## src/rtl/lpm_pkg.sv

```systemverilog
package lpm_pkg;

  localparam int ADDR_W  = 32;
  localparam int LEN_W   = 6;
  localparam int MAX_LEN = ADDR_W;

  // lengths beyond the address width collapse to an exact match
  function automatic logic [LEN_W-1:0] clamp_len(input logic [LEN_W-1:0] l);
    return (int'(l) > MAX_LEN) ? LEN_W'(MAX_LEN) : l;
  endfunction

  // top l bits set, the rest clear
  function automatic logic [ADDR_W-1:0] len_mask(input logic [LEN_W-1:0] l);
    logic [ADDR_W-1:0] m;
    for (int b = 0; b < ADDR_W; b++) begin
      m[b] = (b >= (ADDR_W - int'(l)));
    end
    return m;
  endfunction

  function automatic logic prefix_covers(input logic [ADDR_W-1:0] addr,
                                         input logic [ADDR_W-1:0] prefix,
                                         input logic [LEN_W-1:0]  l);
    return ((addr ^ prefix) & len_mask(l)) == '0;
  endfunction

endpackage

```

## src/rtl/lpm_entry_store.sv

```systemverilog
module lpm_entry_store
  import lpm_pkg::*;
#(
  parameter int N_ENTRIES = 32,
  parameter int NH_W      = 32,
  parameter int PORT_W    = 8,
  parameter int IDX_W     = $clog2(N_ENTRIES)
) (
  input  logic                 clk,
  input  logic                 rst_n,
  input  logic                 wr_en,
  input  logic [IDX_W-1:0]     wr_idx,
  input  logic                 wr_load,
  input  logic [ADDR_W-1:0]    wr_prefix,
  input  logic [LEN_W-1:0]     wr_len,
  input  logic [NH_W-1:0]      wr_nexthop,
  input  logic [PORT_W-1:0]    wr_port,
  output logic [N_ENTRIES-1:0] ent_valid,
  output logic [ADDR_W-1:0]    ent_prefix [N_ENTRIES],
  output logic [LEN_W-1:0]     ent_len    [N_ENTRIES],
  output logic [NH_W-1:0]      ent_nh     [N_ENTRIES],
  output logic [PORT_W-1:0]    ent_port   [N_ENTRIES]
);

  logic idx_ok;
  logic do_load;
  logic do_kill;

  assign idx_ok  = int'(wr_idx) < N_ENTRIES;
  assign do_load = wr_en && idx_ok && wr_load;
  assign do_kill = wr_en && idx_ok && !wr_load;

  always_ff @(posedge clk or negedge rst_n) begin
    if (!rst_n) begin
      ent_valid <= '0;
    end else if (do_load) begin
      ent_valid[wr_idx] <= 1'b1;
    end else if (do_kill) begin
      ent_valid[wr_idx] <= 1'b0;
    end
  end

  always_ff @(posedge clk) begin
    if (do_load) begin
      ent_prefix[wr_idx] <= wr_prefix;
      ent_len[wr_idx]    <= clamp_len(wr_len);
      ent_nh[wr_idx]     <= wr_nexthop;
      ent_port[wr_idx]   <= wr_port;
    end
  end

  AST_LOAD_SETS_VALID: assert property (@(posedge clk) disable iff (!rst_n)
    do_load |=> ent_valid[$past(wr_idx)]);

  AST_KILL_CLEARS_VALID: assert property (@(posedge clk) disable iff (!rst_n)
    do_kill |=> !ent_valid[$past(wr_idx)]);

  AST_LEN_BOUNDED: assert property (@(posedge clk) disable iff (!rst_n)
    do_load |=> (int'(ent_len[$past(wr_idx)]) <= MAX_LEN));

endmodule

```

## src/rtl/lpm_group_select.sv

```systemverilog
module lpm_group_select
  import lpm_pkg::*;
#(
  parameter int GRP_SIZE = 8,
  parameter int NH_W     = 32,
  parameter int PORT_W   = 8
) (
  input  logic                clk,
  input  logic                rst_n,
  input  logic                lk_valid,
  input  logic [ADDR_W-1:0]   lk_addr,
  input  logic [GRP_SIZE-1:0] ent_valid,
  input  logic [ADDR_W-1:0]   ent_prefix [GRP_SIZE],
  input  logic [LEN_W-1:0]    ent_len    [GRP_SIZE],
  input  logic [NH_W-1:0]     ent_nh     [GRP_SIZE],
  input  logic [PORT_W-1:0]   ent_port   [GRP_SIZE],
  output logic                g_hit,
  output logic [LEN_W-1:0]    g_len,
  output logic [NH_W-1:0]     g_nh,
  output logic [PORT_W-1:0]   g_port
);

  // per-entry ternary compare, brought out for the checks
  logic [GRP_SIZE-1:0] cand_match;

  always_comb begin
    for (int i = 0; i < GRP_SIZE; i++) begin
      cand_match[i] = ent_valid[i] && prefix_covers(lk_addr, ent_prefix[i], ent_len[i]);
    end
  end

  logic              best_found;
  logic [LEN_W-1:0]  best_len;
  logic [NH_W-1:0]   best_nh;
  logic [PORT_W-1:0] best_port;

  // ascending scan, strict compare: lower index keeps a tie
  always_comb begin
    best_found = 1'b0;
    best_len   = '0;
    best_nh    = '0;
    best_port  = '0;
    for (int i = 0; i < GRP_SIZE; i++) begin
      if (cand_match[i] && (!best_found || (ent_len[i] > best_len))) begin
        best_found = 1'b1;
        best_len   = ent_len[i];
        best_nh    = ent_nh[i];
        best_port  = ent_port[i];
      end
    end
  end

  always_ff @(posedge clk or negedge rst_n) begin
    if (!rst_n) begin
      g_hit  <= 1'b0;
      g_len  <= '0;
      g_nh   <= '0;
      g_port <= '0;
    end else if (lk_valid) begin
      g_hit  <= best_found;
      g_len  <= best_len;
      g_nh   <= best_nh;
      g_port <= best_port;
    end else begin
      g_hit  <= 1'b0;
      g_len  <= '0;
      g_nh   <= '0;
      g_port <= '0;
    end
  end

  AST_GROUP_QUIET: assert property (@(posedge clk) disable iff (!rst_n)
    !lk_valid |=> !g_hit);

  AST_GROUP_NO_CANDIDATE: assert property (@(posedge clk) disable iff (!rst_n)
    (lk_valid && (cand_match == '0)) |=> !g_hit);

  AST_GROUP_HAS_CANDIDATE: assert property (@(posedge clk) disable iff (!rst_n)
    (lk_valid && (cand_match != '0)) |=> g_hit);

endmodule

```

## src/rtl/lpm_result_merge.sv

```systemverilog
module lpm_result_merge
  import lpm_pkg::*;
#(
  parameter int N_GROUPS = 4,
  parameter int NH_W     = 32,
  parameter int PORT_W   = 8
) (
  input  logic                clk,
  input  logic                rst_n,
  input  logic                s1_valid,
  input  logic [N_GROUPS-1:0] g_hit,
  input  logic [LEN_W-1:0]    g_len  [N_GROUPS],
  input  logic [NH_W-1:0]     g_nh   [N_GROUPS],
  input  logic [PORT_W-1:0]   g_port [N_GROUPS],
  output logic                res_valid,
  output logic                res_hit,
  output logic [NH_W-1:0]     res_nexthop,
  output logic [PORT_W-1:0]   res_port,
  output logic                res_punt
);

  logic              pick_found;
  logic [LEN_W-1:0]  pick_len;
  logic [NH_W-1:0]   pick_nh;
  logic [PORT_W-1:0] pick_port;

  // groups hold ascending index ranges, so strict compare preserves index priority
  always_comb begin
    pick_found = 1'b0;
    pick_len   = '0;
    pick_nh    = '0;
    pick_port  = '0;
    for (int g = 0; g < N_GROUPS; g++) begin
      if (g_hit[g] && (!pick_found || (g_len[g] > pick_len))) begin
        pick_found = 1'b1;
        pick_len   = g_len[g];
        pick_nh    = g_nh[g];
        pick_port  = g_port[g];
      end
    end
  end

  always_ff @(posedge clk or negedge rst_n) begin
    if (!rst_n) begin
      res_valid   <= 1'b0;
      res_hit     <= 1'b0;
      res_nexthop <= '0;
      res_port    <= '0;
      res_punt    <= 1'b0;
    end else begin
      res_valid   <= s1_valid;
      res_hit     <= s1_valid && pick_found;
      res_nexthop <= (s1_valid && pick_found) ? pick_nh   : '0;
      res_port    <= (s1_valid && pick_found) ? pick_port : '0;
      res_punt    <= s1_valid && !pick_found;
    end
  end

  AST_MISS_ZEROES: assert property (@(posedge clk) disable iff (!rst_n)
    (res_valid && !res_hit) |-> ((res_nexthop == '0) && (res_port == '0)));

  AST_PUNT_XOR_HIT: assert property (@(posedge clk) disable iff (!rst_n)
    res_valid |-> (res_punt != res_hit));

  AST_HIT_NEEDS_VALID: assert property (@(posedge clk) disable iff (!rst_n)
    (res_hit || res_punt) |-> res_valid);

  AST_IDLE_CLEAN: assert property (@(posedge clk) disable iff (!rst_n)
    !s1_valid |=> (!res_valid && (res_nexthop == '0) && (res_port == '0)));

endmodule

```

## src/rtl/lpm_lookup_top.sv

```systemverilog
module lpm_lookup_top
  import lpm_pkg::*;
#(
  parameter int N_ENTRIES = 32,
  parameter int N_GROUPS  = 4,
  parameter int NH_W      = 32,
  parameter int PORT_W    = 8,
  parameter int IDX_W     = $clog2(N_ENTRIES)
) (
  input  logic              clk,
  input  logic              rst_n,
  input  logic              wr_en,
  input  logic [IDX_W-1:0]  wr_idx,
  input  logic              wr_load,
  input  logic [ADDR_W-1:0] wr_prefix,
  input  logic [LEN_W-1:0]  wr_len,
  input  logic [NH_W-1:0]   wr_nexthop,
  input  logic [PORT_W-1:0] wr_port,
  input  logic              lkp_valid,
  input  logic [ADDR_W-1:0] lkp_addr,
  output logic              res_valid,
  output logic              res_hit,
  output logic [NH_W-1:0]   res_nexthop,
  output logic [PORT_W-1:0] res_port,
  output logic              res_punt
);

  // N_ENTRIES must be a multiple of N_GROUPS
  localparam int GRP_SIZE = N_ENTRIES / N_GROUPS;

  logic [N_ENTRIES-1:0] ent_valid;
  logic [ADDR_W-1:0]    ent_prefix [N_ENTRIES];
  logic [LEN_W-1:0]     ent_len    [N_ENTRIES];
  logic [NH_W-1:0]      ent_nh     [N_ENTRIES];
  logic [PORT_W-1:0]    ent_port   [N_ENTRIES];

  lpm_entry_store #(
    .N_ENTRIES(N_ENTRIES), .NH_W(NH_W), .PORT_W(PORT_W), .IDX_W(IDX_W)
  ) u_store (
    .clk(clk), .rst_n(rst_n),
    .wr_en(wr_en), .wr_idx(wr_idx), .wr_load(wr_load),
    .wr_prefix(wr_prefix), .wr_len(wr_len),
    .wr_nexthop(wr_nexthop), .wr_port(wr_port),
    .ent_valid(ent_valid), .ent_prefix(ent_prefix), .ent_len(ent_len),
    .ent_nh(ent_nh), .ent_port(ent_port)
  );

  logic s1_valid;

  always_ff @(posedge clk or negedge rst_n) begin
    if (!rst_n) s1_valid <= 1'b0;
    else        s1_valid <= lkp_valid;
  end

  logic [N_GROUPS-1:0] g_hit;
  logic [LEN_W-1:0]    g_len  [N_GROUPS];
  logic [NH_W-1:0]     g_nh   [N_GROUPS];
  logic [PORT_W-1:0]   g_port [N_GROUPS];

  for (genvar g = 0; g < N_GROUPS; g++) begin : gen_grp
    localparam int LO = g * GRP_SIZE;
    localparam int HI = LO + GRP_SIZE - 1;

    lpm_group_select #(
      .GRP_SIZE(GRP_SIZE), .NH_W(NH_W), .PORT_W(PORT_W)
    ) u_grp (
      .clk(clk), .rst_n(rst_n),
      .lk_valid(lkp_valid), .lk_addr(lkp_addr),
      .ent_valid(ent_valid[HI:LO]),
      .ent_prefix(ent_prefix[LO:HI]),
      .ent_len(ent_len[LO:HI]),
      .ent_nh(ent_nh[LO:HI]),
      .ent_port(ent_port[LO:HI]),
      .g_hit(g_hit[g]), .g_len(g_len[g]), .g_nh(g_nh[g]), .g_port(g_port[g])
    );
  end

  lpm_result_merge #(
    .N_GROUPS(N_GROUPS), .NH_W(NH_W), .PORT_W(PORT_W)
  ) u_merge (
    .clk(clk), .rst_n(rst_n),
    .s1_valid(s1_valid),
    .g_hit(g_hit), .g_len(g_len), .g_nh(g_nh), .g_port(g_port),
    .res_valid(res_valid), .res_hit(res_hit),
    .res_nexthop(res_nexthop), .res_port(res_port), .res_punt(res_punt)
  );

  AST_FIXED_LATENCY: assert property (@(posedge clk) disable iff (!rst_n)
    res_valid == $past(lkp_valid, 2));

  AST_NO_HIT_ON_EMPTY: assert property (@(posedge clk) disable iff (!rst_n)
    (ent_valid == '0 && lkp_valid) |=> (s1_valid && (g_hit == '0)));

endmodule

```

## config.mk

```make
export PLATFORM = sky130hd
export DESIGN_NAME = lpm_lookup_top
export DESIGN_NICKNAME = d
export VERILOG_FILES = /design/src/rtl/lpm_pkg.sv /design/src/rtl/lpm_entry_store.sv /design/src/rtl/lpm_group_select.sv /design/src/rtl/lpm_result_merge.sv /design/src/rtl/lpm_lookup_top.sv
export SDC_FILE = /design/constraint.sdc
export NUM_CORES = 2
export LEC_CHECK = 0
export BUFFER_PORTS_ARGS = -buffer_cell sky130_fd_sc_hd__buf_2
export CAP_MARGIN = 20
export CORE_MARGIN = 4
export CORE_UTILIZATION = 25
export CTS_BUF_LIST = sky130_fd_sc_hd__clkbuf_16
export CTS_CLUSTER_SIZE = 28
export DETAILED_ROUTE_END_ITERATION = 12
export HOLD_SLACK_MARGIN = 0.08
export PLACE_DENSITY = 0.5
export SLEW_MARGIN = 20
export SYNTH_ARGS = -nofsm -noshare
export SYNTH_HDL_FRONTEND = slang
export SYNTH_SLANG_ARGS = --single-unit
```

## constraint.sdc

```tcl
create_clock -name clk -period 23.1 [get_ports clk]
set_input_delay 2.31 -clock clk [delete_from_list [all_inputs] [get_ports clk]]
set_output_delay 2.31 -clock clk [all_outputs]
set_load 0.01 [all_outputs]
```

* Word level (Yosys, flattened, before mapping) *
Cells that the tools add are included.

word-level totals
  register bits = 2760
  latch bits = 0
  bits in writable memories = 0
  memory bits (read-only) = 0
  input bits = 120
  output and inout bits = 43
  word-level logic and storage cells = 1653
  memories = 0

cells by class
  add/subtract/negate cells = 32
  multipliers = 0
  div/mod/pow operators = 0
  magnitude comparators = 1060
  equal/unequal tests = 0
  shifts and indexed selects = 0
  multiplexer cells = 176
  bitwise operators = 68
  reductions and logical operators = 166

operator list
  cell                 number
  $ge 6x32->1 const A  512
  $ge 5x32->1 const A  256
  $ge 4x32->1 const A  128
  $bwmux 1024          2
  $ge 3x32->1 const A  64
  $mux 32              44
  $and 32x32->32       33
  $ge 1x32->1 const A  32
  $ge 2x32->1 const A  32
  $logic_not 32->1     32
  $xor 32x32->32       32
  $mux 8               42
  $bwmux 256           1
  $mux 6               41
  $sub 6x6->7 const A  32
  $bwmux 192           1
  $gt 6x6->1           31
  $demux 32 s5         1
  $logic_and 1x1->1    69
  $mux 1               41
  $demux 8 s5          1
  $logic_not 1->1      33
  $not 32->32          1
  $or 32x32->32        1
  10 further kinds     40

* Longest topological paths before layout *
  word-level depth = 35
  gate-level depth with buffers = 100
  depth with buffers taken out = 92

* Hierarchy *
Synthesis repeated with hierarchy kept, for this count alone.

second synthesis, totals
  cell total of the unflattened synthesis = 13803
  area, all modules = 152610.1 µm²

modules (own cells, without submodules)
  module                                   times used  cells an instance  area an instance (µm²)  sequential area each (µm²)
  lpm_entry_store                          1           2661               76478.3                 75752.7
  lpm_group_select (gen_grp[1].u_grp ...)  2           2706               18071.1                 1176.1
  lpm_group_select (gen_grp[3].u_grp)      1           2697               18559.0                 1176.1
  lpm_group_select (gen_grp[0].u_grp)      1           2706               18073.6                 1176.1
  lpm_result_merge                         1           326                3331.9                  1076.0
  lpm_lookup_top                           1           1                  25.0                    25.0

* Least setup slack after synthesis *
No wires, ideal clock.

  kind = in2reg
  start = input port lkp_addr[1]
  end = register gen_grp[1].u_grp.g_nh[11]
  setup time = 0.069 ns
  arrival time = 17.421 ns
  required time = 23.031 ns
  setup slack = 5.610 ns
  stages on the path = 94
  buffers on the path = 7
  cell sequence = clkbuf_1 > buf_2 > xnor2_1 > a211oi_1 > a311o_1 > nor4_1 > o21ai_1 > nor4_2 > and2_1 > buf_2 > nand2_1 > ha_1 > nor2b_1 > o21a_1 > o21a_1 > o21a_1 > o21a_1 > o22ai_1 > [58 not listed] > inv_1 > a31o_2 > nand2_1 > mux2_2 > ha_1 > nor2b_1 > o21a_1 > o21a_1 > o21ai_0 > nand2b_1 > a21oi_1 > a311oi_1 > a31oi_2 > nand2_2 > or3b_4 > buf_6 > or3_1 > nand3_1

between the ends
  cells in the longest elaborated chain, start to end = 34
  elaborated cells between the ends (all ways) = 83
  classes of those cells = order compare (7); mux (23); bitwise (16); reduce/logical (37)

ends and longest elaborated chain
  item                                                  RTL line                text
  start: declaration                                    lpm_lookup_top.sv:20    input logic [ADDR_W-1:0] lkp_addr,
  $xor 32x32->32                                        lpm_pkg.sv:24           return ((addr ^ prefix) & len_mask(l)) == '0;
  $and 32x32->32                                        lpm_pkg.sv:24
  $logic_not 32->1                                      lpm_pkg.sv:24
  $logic_and 1x1->1                                     lpm_group_select.sv:28  cand_match[i] = ent_valid[i] && prefix_covers(lk_addr, ent_prefix[i], ent_len[i]);
  $mux 6 / $mux 1 (equally long branches)               lpm_group_select.sv:44  if (cand_match[i] && (!best_found || (ent_len[i] > best_len))) begin
  $gt 6x6->1 / $logic_not 1->1 (equally long branches)  lpm_group_select.sv:44
  $logic_or 1x1->1                                      lpm_group_select.sv:44
  $logic_and 1x1->1                                     lpm_group_select.sv:44
  [18 not listed]                                       n/a
  $logic_or 1x1->1                                      lpm_group_select.sv:44
  $logic_and 1x1->1                                     lpm_group_select.sv:44
  $mux 6 / $mux 1 (equally long branches)               lpm_group_select.sv:44
  $gt 6x6->1 / $logic_not 1->1 (equally long branches)  lpm_group_select.sv:44
  $logic_or 1x1->1                                      lpm_group_select.sv:44
  $logic_and 1x1->1                                     lpm_group_select.sv:44
  $mux 32 *                                             lpm_group_select.sv:44
  $mux 32 *                                             lpm_group_select.sv:59  end else if (lk_valid) begin
  end signal: assignment                                lpm_group_select.sv:62  g_nh <= best_nh;
  end: declaration                                      lpm_group_select.sv:19  output logic [NH_W-1:0] g_nh,

Mark *: on every way between the ends. The rest lies on a longest branch, timed or not.
A chain may end at the register's enable or synchronous reset.

* Worst setup path after layout *
  start = register u_store.ent_len[138] in the netlist's numbering
  end = register gen_grp[1].u_grp.g_nh[17]

between the ends
  cells in the longest elaborated chain, start to end = 35
  elaborated cells between the ends (all ways) = 87
  classes of those cells = add/sub (1); order compare (39); mux (23); bitwise (1); reduce/logical (23)

ends and longest elaborated chain
  item                                                  RTL line                text
  start: declaration                                    lpm_entry_store.sv:20   output logic [LEN_W-1:0] ent_len [N_ENTRIES],
  start signal: indexed assignment                      lpm_entry_store.sv:46   ent_len[wr_idx] <= clamp_len(wr_len);
  $sub 6x6->7                                           lpm_pkg.sv:16           m[b] = (b >= (ADDR_W - int'(l)));
  $ge 1x32->1, or another cell as far along             lpm_pkg.sv:16
  $and 32x32->32                                        lpm_pkg.sv:24
  $logic_not 32->1                                      lpm_pkg.sv:24
  $logic_and 1x1->1                                     lpm_group_select.sv:28
  $mux 6 / $mux 1 (equally long branches)               lpm_group_select.sv:44
  $gt 6x6->1 / $logic_not 1->1 (equally long branches)  lpm_group_select.sv:44
  $logic_or 1x1->1                                      lpm_group_select.sv:44
  [19 not listed]                                       n/a
  $logic_or 1x1->1                                      lpm_group_select.sv:44
  $logic_and 1x1->1                                     lpm_group_select.sv:44
  $mux 6 / $mux 1 (equally long branches)               lpm_group_select.sv:44
  $gt 6x6->1 / $logic_not 1->1 (equally long branches)  lpm_group_select.sv:44
  $logic_or 1x1->1                                      lpm_group_select.sv:44
  $logic_and 1x1->1                                     lpm_group_select.sv:44
  $mux 32 *                                             lpm_group_select.sv:44
  $mux 32 *                                             lpm_group_select.sv:59

Marked as above.

==> flow_metrics.py <==
metrics = {
    "drt": {
        "viasPerCell": 5.35,
        "drc_errors": 0,
        "dr.pass1.iters": 8,
        "wl_per_cell_um": 30.2,
        "drt_wl_total_mm": 569,
        "num_vias": 101000,
        "drtIter0Drc": 13500,
        "ant_nets": 0,
    },
    "logic_synthesis": {
        "synth_top_area_cell": "edfxtp_1",
        "syn_area_sq_um": 136000,
        "synth_area_leaders": "edfxtp_1 (55%), dfrtp_1 (4.8%), xnor2_1 (3.9%)",
        "synthesis.instances": 11300,
        "synth_top_cell_area_share_pct": 55.0,
        "synthTopCellsByCount": "edfxtp_1 (2496), o21ai_0 (751), nand2_1 (743)",
        "synth_area_per_cell_sq_um": 12.0,
        "synth-edff-count": 2496,
        "syn_nets": 11800,
        "ys_ff_latch": 2760,
        "synth_seq_area_share_pct": 59.8,
        "synth-main-ff-cell": "edfxtp_1",
        "async_reset_ff_share_pct": 9.57,
        "synthDistinctLibCells": 122,
        "synthMostInstantiatedCell": "edfxtp_1",
        "ys_warn_count": 0,
    },
    "global_route": {
        "antenna_found_initial": 90,
        "grt-ovfl-total": 0,
        "first_global_vias": 95300,
        "grt_pass1_wl_mm": 780,
        "grt_max_degree": 88,
        "grtUsageTotal_pct": 19.5,
    },
    "timing": {
        "setup-tns-final_ps": 0,
        "fin_crit_sh_pct": 91.4,
        "rsz0062_at_grt": "no",
        "skew_ps": 110,
        "max-slew-margin-rel_pct": 22.2,
        "hold_violations": 0,
        "fmax_mhz": 47.4,
        "post-route-min-period_ps": 21120,
        "worst_pin_slew_ps": 1170,
        "setup_viol_count_final": 0,
        "slew_violations": 0,
    },
    "final_layout": {
        "final_nets": 11800,
        "stdcell_count": 18800,
        "layout-drive-gt1-share_pct": 9.79,
        "utilization_pct": 28.8,
        "syn2layout_area_growth_pct": 14.6,
    },
    "power_and_ir_drop": {
        "pwr-share-seq_pct": 49.6,
        "switching_power_uw": 2680,
        "combinationalPowerShare_pct": 5.4,
        "p_per_area_nw_per_um2": 71.3,
        "p_leak_uw": 0.0517,
        "peakVddDrop_mv": 0.0584,
        "p_clk_share_pct": 45.0,
        "swShare_pct": 24.0,
        "total_power_uw": 11100,
        "p_int_uw": 8450,
    },
    "setup_path": {
        "cp.arrival_ps": 21920,
        "startpoint_type": "flop",
        "crit_slowest_cell": "xnor2_1",
        "crit_path_end_kind": "flop",
        "crit_type": "reg -> reg",
        "critical_path.max_stage_delay_ps": 880,
        "crit_required_ps": 23900,
        "crit_fanout": 49,
        "cp_common_cell": "o21a_1",
        "r2r_setup_slack_ps": 1980,
    },
    "cts": {
        "cts_root_buf": "clkbuf_16",
        "cts_resized": 0,
        "h-tree-depth": 5,
        "cts.clk_slew.worst_paths_ps": 60,
        "clkSinkCount": 2760,
        "cts_tree": "yes",
        "clockBufferDepth": 4,
        "cts_made_buffers": 311,
        "cts_setup_buffers": 0,
        "clkLatencyLatePin_ps": 970,
        "holdBufCountCts": 0,
    },
    "floorplan": {
        "dieArea_sq_um": 557000,
        "initial_core_util_pct": 25.2,
        "fp.dieW_um": 746,
        "placementRows": 270,
        "pin_count": 163,
        "coreArea_sq_um": 542000,
        "dieHeight_um": 746,
    },
    "placement": {
        "dp_cells": 18200,
        "dp_hpwl_mm": 355,
        "io_buffers": 162,
        "gp_congestion": 0.936,
    },
    "flow_run": {
        "drv_cap": 0,
    },
    "worst_hold_path": {
        "hold_class": "reg -> reg",
    },
    "outcome": {
        "status": "complete, no violations",
    },
}
power by group through the flow:
stage	sequential [uW]	clock, uW	combinational, uW
2_1_floorplan	5610	0	242
3_3_place_gp	5620	0	593
3_5_place_dp	5620	0	593
4_1_cts	5520	5090	595
5_1_grt	5520	5280	623
6_report	5520	5010	603
placed cells by master, fill, tap and decap left out, types with 203 or more instances in the layout:
cell | synthesis | final
a21oi_1 | 581 | 573
a22oi_1 | 294 | 294
a31oi_1 | 203 | 203
buf_4 | 9 | 321
clkbuf_16 | 0 | 314
dfrtp_1 | 264 | 263
edfxtp_1 | 2496 | 2496
ha_1 | 316 | 316
inv_1 | 264 | 320
nand2_1 | 743 | 741
nand3_1 | 298 | 298
nor2_1 | 609 | 572
o21ai_0 | 751 | 749
xnor2_1 | 600 | 599
xor2_1 | 564 | 564
metal layers:
metal / GRT usage (%) / share of wire, % / wire length [um] / vias to the layer above
met5: 0 / 0.030 / 169 / -
met4: 7.08 / 4.1 / 23300 / 24
met3: 3.23 / 8.5 / 48600 / 985
met2: 31.1 / 45 / 258000 / 5207
met1: 26.6 / 42 / 238000 / 51600
li1: - / - / - / 43000
path summary, 6_finish.rpt:
kind                                           start                    endpoint  cells past startpoint
worst max-delay path            u_store.ent_len[138]   gen_grp[1].u_grp.g_nh[17]                     93
min in group asynchronous                      rst_n     u_merge.res_nexthop[28]                      1
worst max register to register  u_store.ent_len[138]   gen_grp[1].u_grp.g_nh[17]                     93
worst min register to register   u_store.ent_nh[801]    gen_grp[0].u_grp.g_nh[1]                      2
max in group asynchronous                      rst_n  asynchronous set/reset pin                      3
worst min-delay path             u_store.ent_nh[801]    gen_grp[0].u_grp.g_nh[1]                      2
layout make-up:
| type | instances | area [sq um] |
|---|---|---|
| flip-flops and latches | 2760 | 81600 |
| fillers | 55700 | 386000 |
| well taps | 7208 | 9020 |
| multi-input cells | 7584 | 51400 |
| diodes | 35 | 87.6 |
| clock inverters | 257 | 2260 |
| repair buffers | 422 | 3000 |
| inverters | 267 | 1000 |
| clock buffers | 314 | 7860 |
registers in the layout, indices dropped and copies added, names as in the netlist, named ones only:
register / flops
u_store.ent_nh: 1024
gen_grp.u_grp.g_hit: 4
u_store.ent_len: 192
gen_grp.u_grp.g_len: 24
s1_valid: 1
gen_grp.u_grp.g_port: 32
u_merge.res_punt: 1
u_merge.res_hit: 1
u_merge.res_nexthop: 32
u_merge.res_valid: 1
u_store.ent_port: 256
u_merge.res_port: 8
gen_grp.u_grp.g_nh: 128
u_store.ent_prefix: 1024
kinds of logic (layout without fill, tap and decap cells):
| group | count (synthesis) | in the layout | synth area share, % |
|---|---|---|---|
| buffers and inverters | 977 | 1260 | 2.91 |
| and+or+nand+nor | 2702 | 2702 | 9.92 |
| AOI/OAI and AO/OA | 3260 | 3260 | 15.9 |
| muxes | 122 | 122 | 0.935 |
| adders and majority gates | 335 | 335 | 3.04 |
| other | 0 | 35 | 0 |
| xor gates and xnor gates | 1165 | 1165 | 7.49 |
| DFF | 2760 | 2760 | 59.8 |
critical path, delay by kind of cell (launching register included):
kind,cells,cell delay (ps)
adders and majority gates,8,2320
DFF,1,670
and+or+nand+nor,26,4840
AOI/OAI and AO/OA,48,8660
xor gates and xnor gates,1,880
muxes,3,1240
buffers and inverters,7,2280
metrics by stage:
stage          instance area, sq um  worst slack [ps]  hold slack [ps]
2_1_floorplan                136000              5610              366
6_report                     156000              1980              404
3_3_place_gp                 146000              1860              440
5_1_grt                      156000               747              420
3_5_place_dp                 146000              1850              443
4_1_cts                      156000              2280              391
Power figures use the tool's default switching activity.
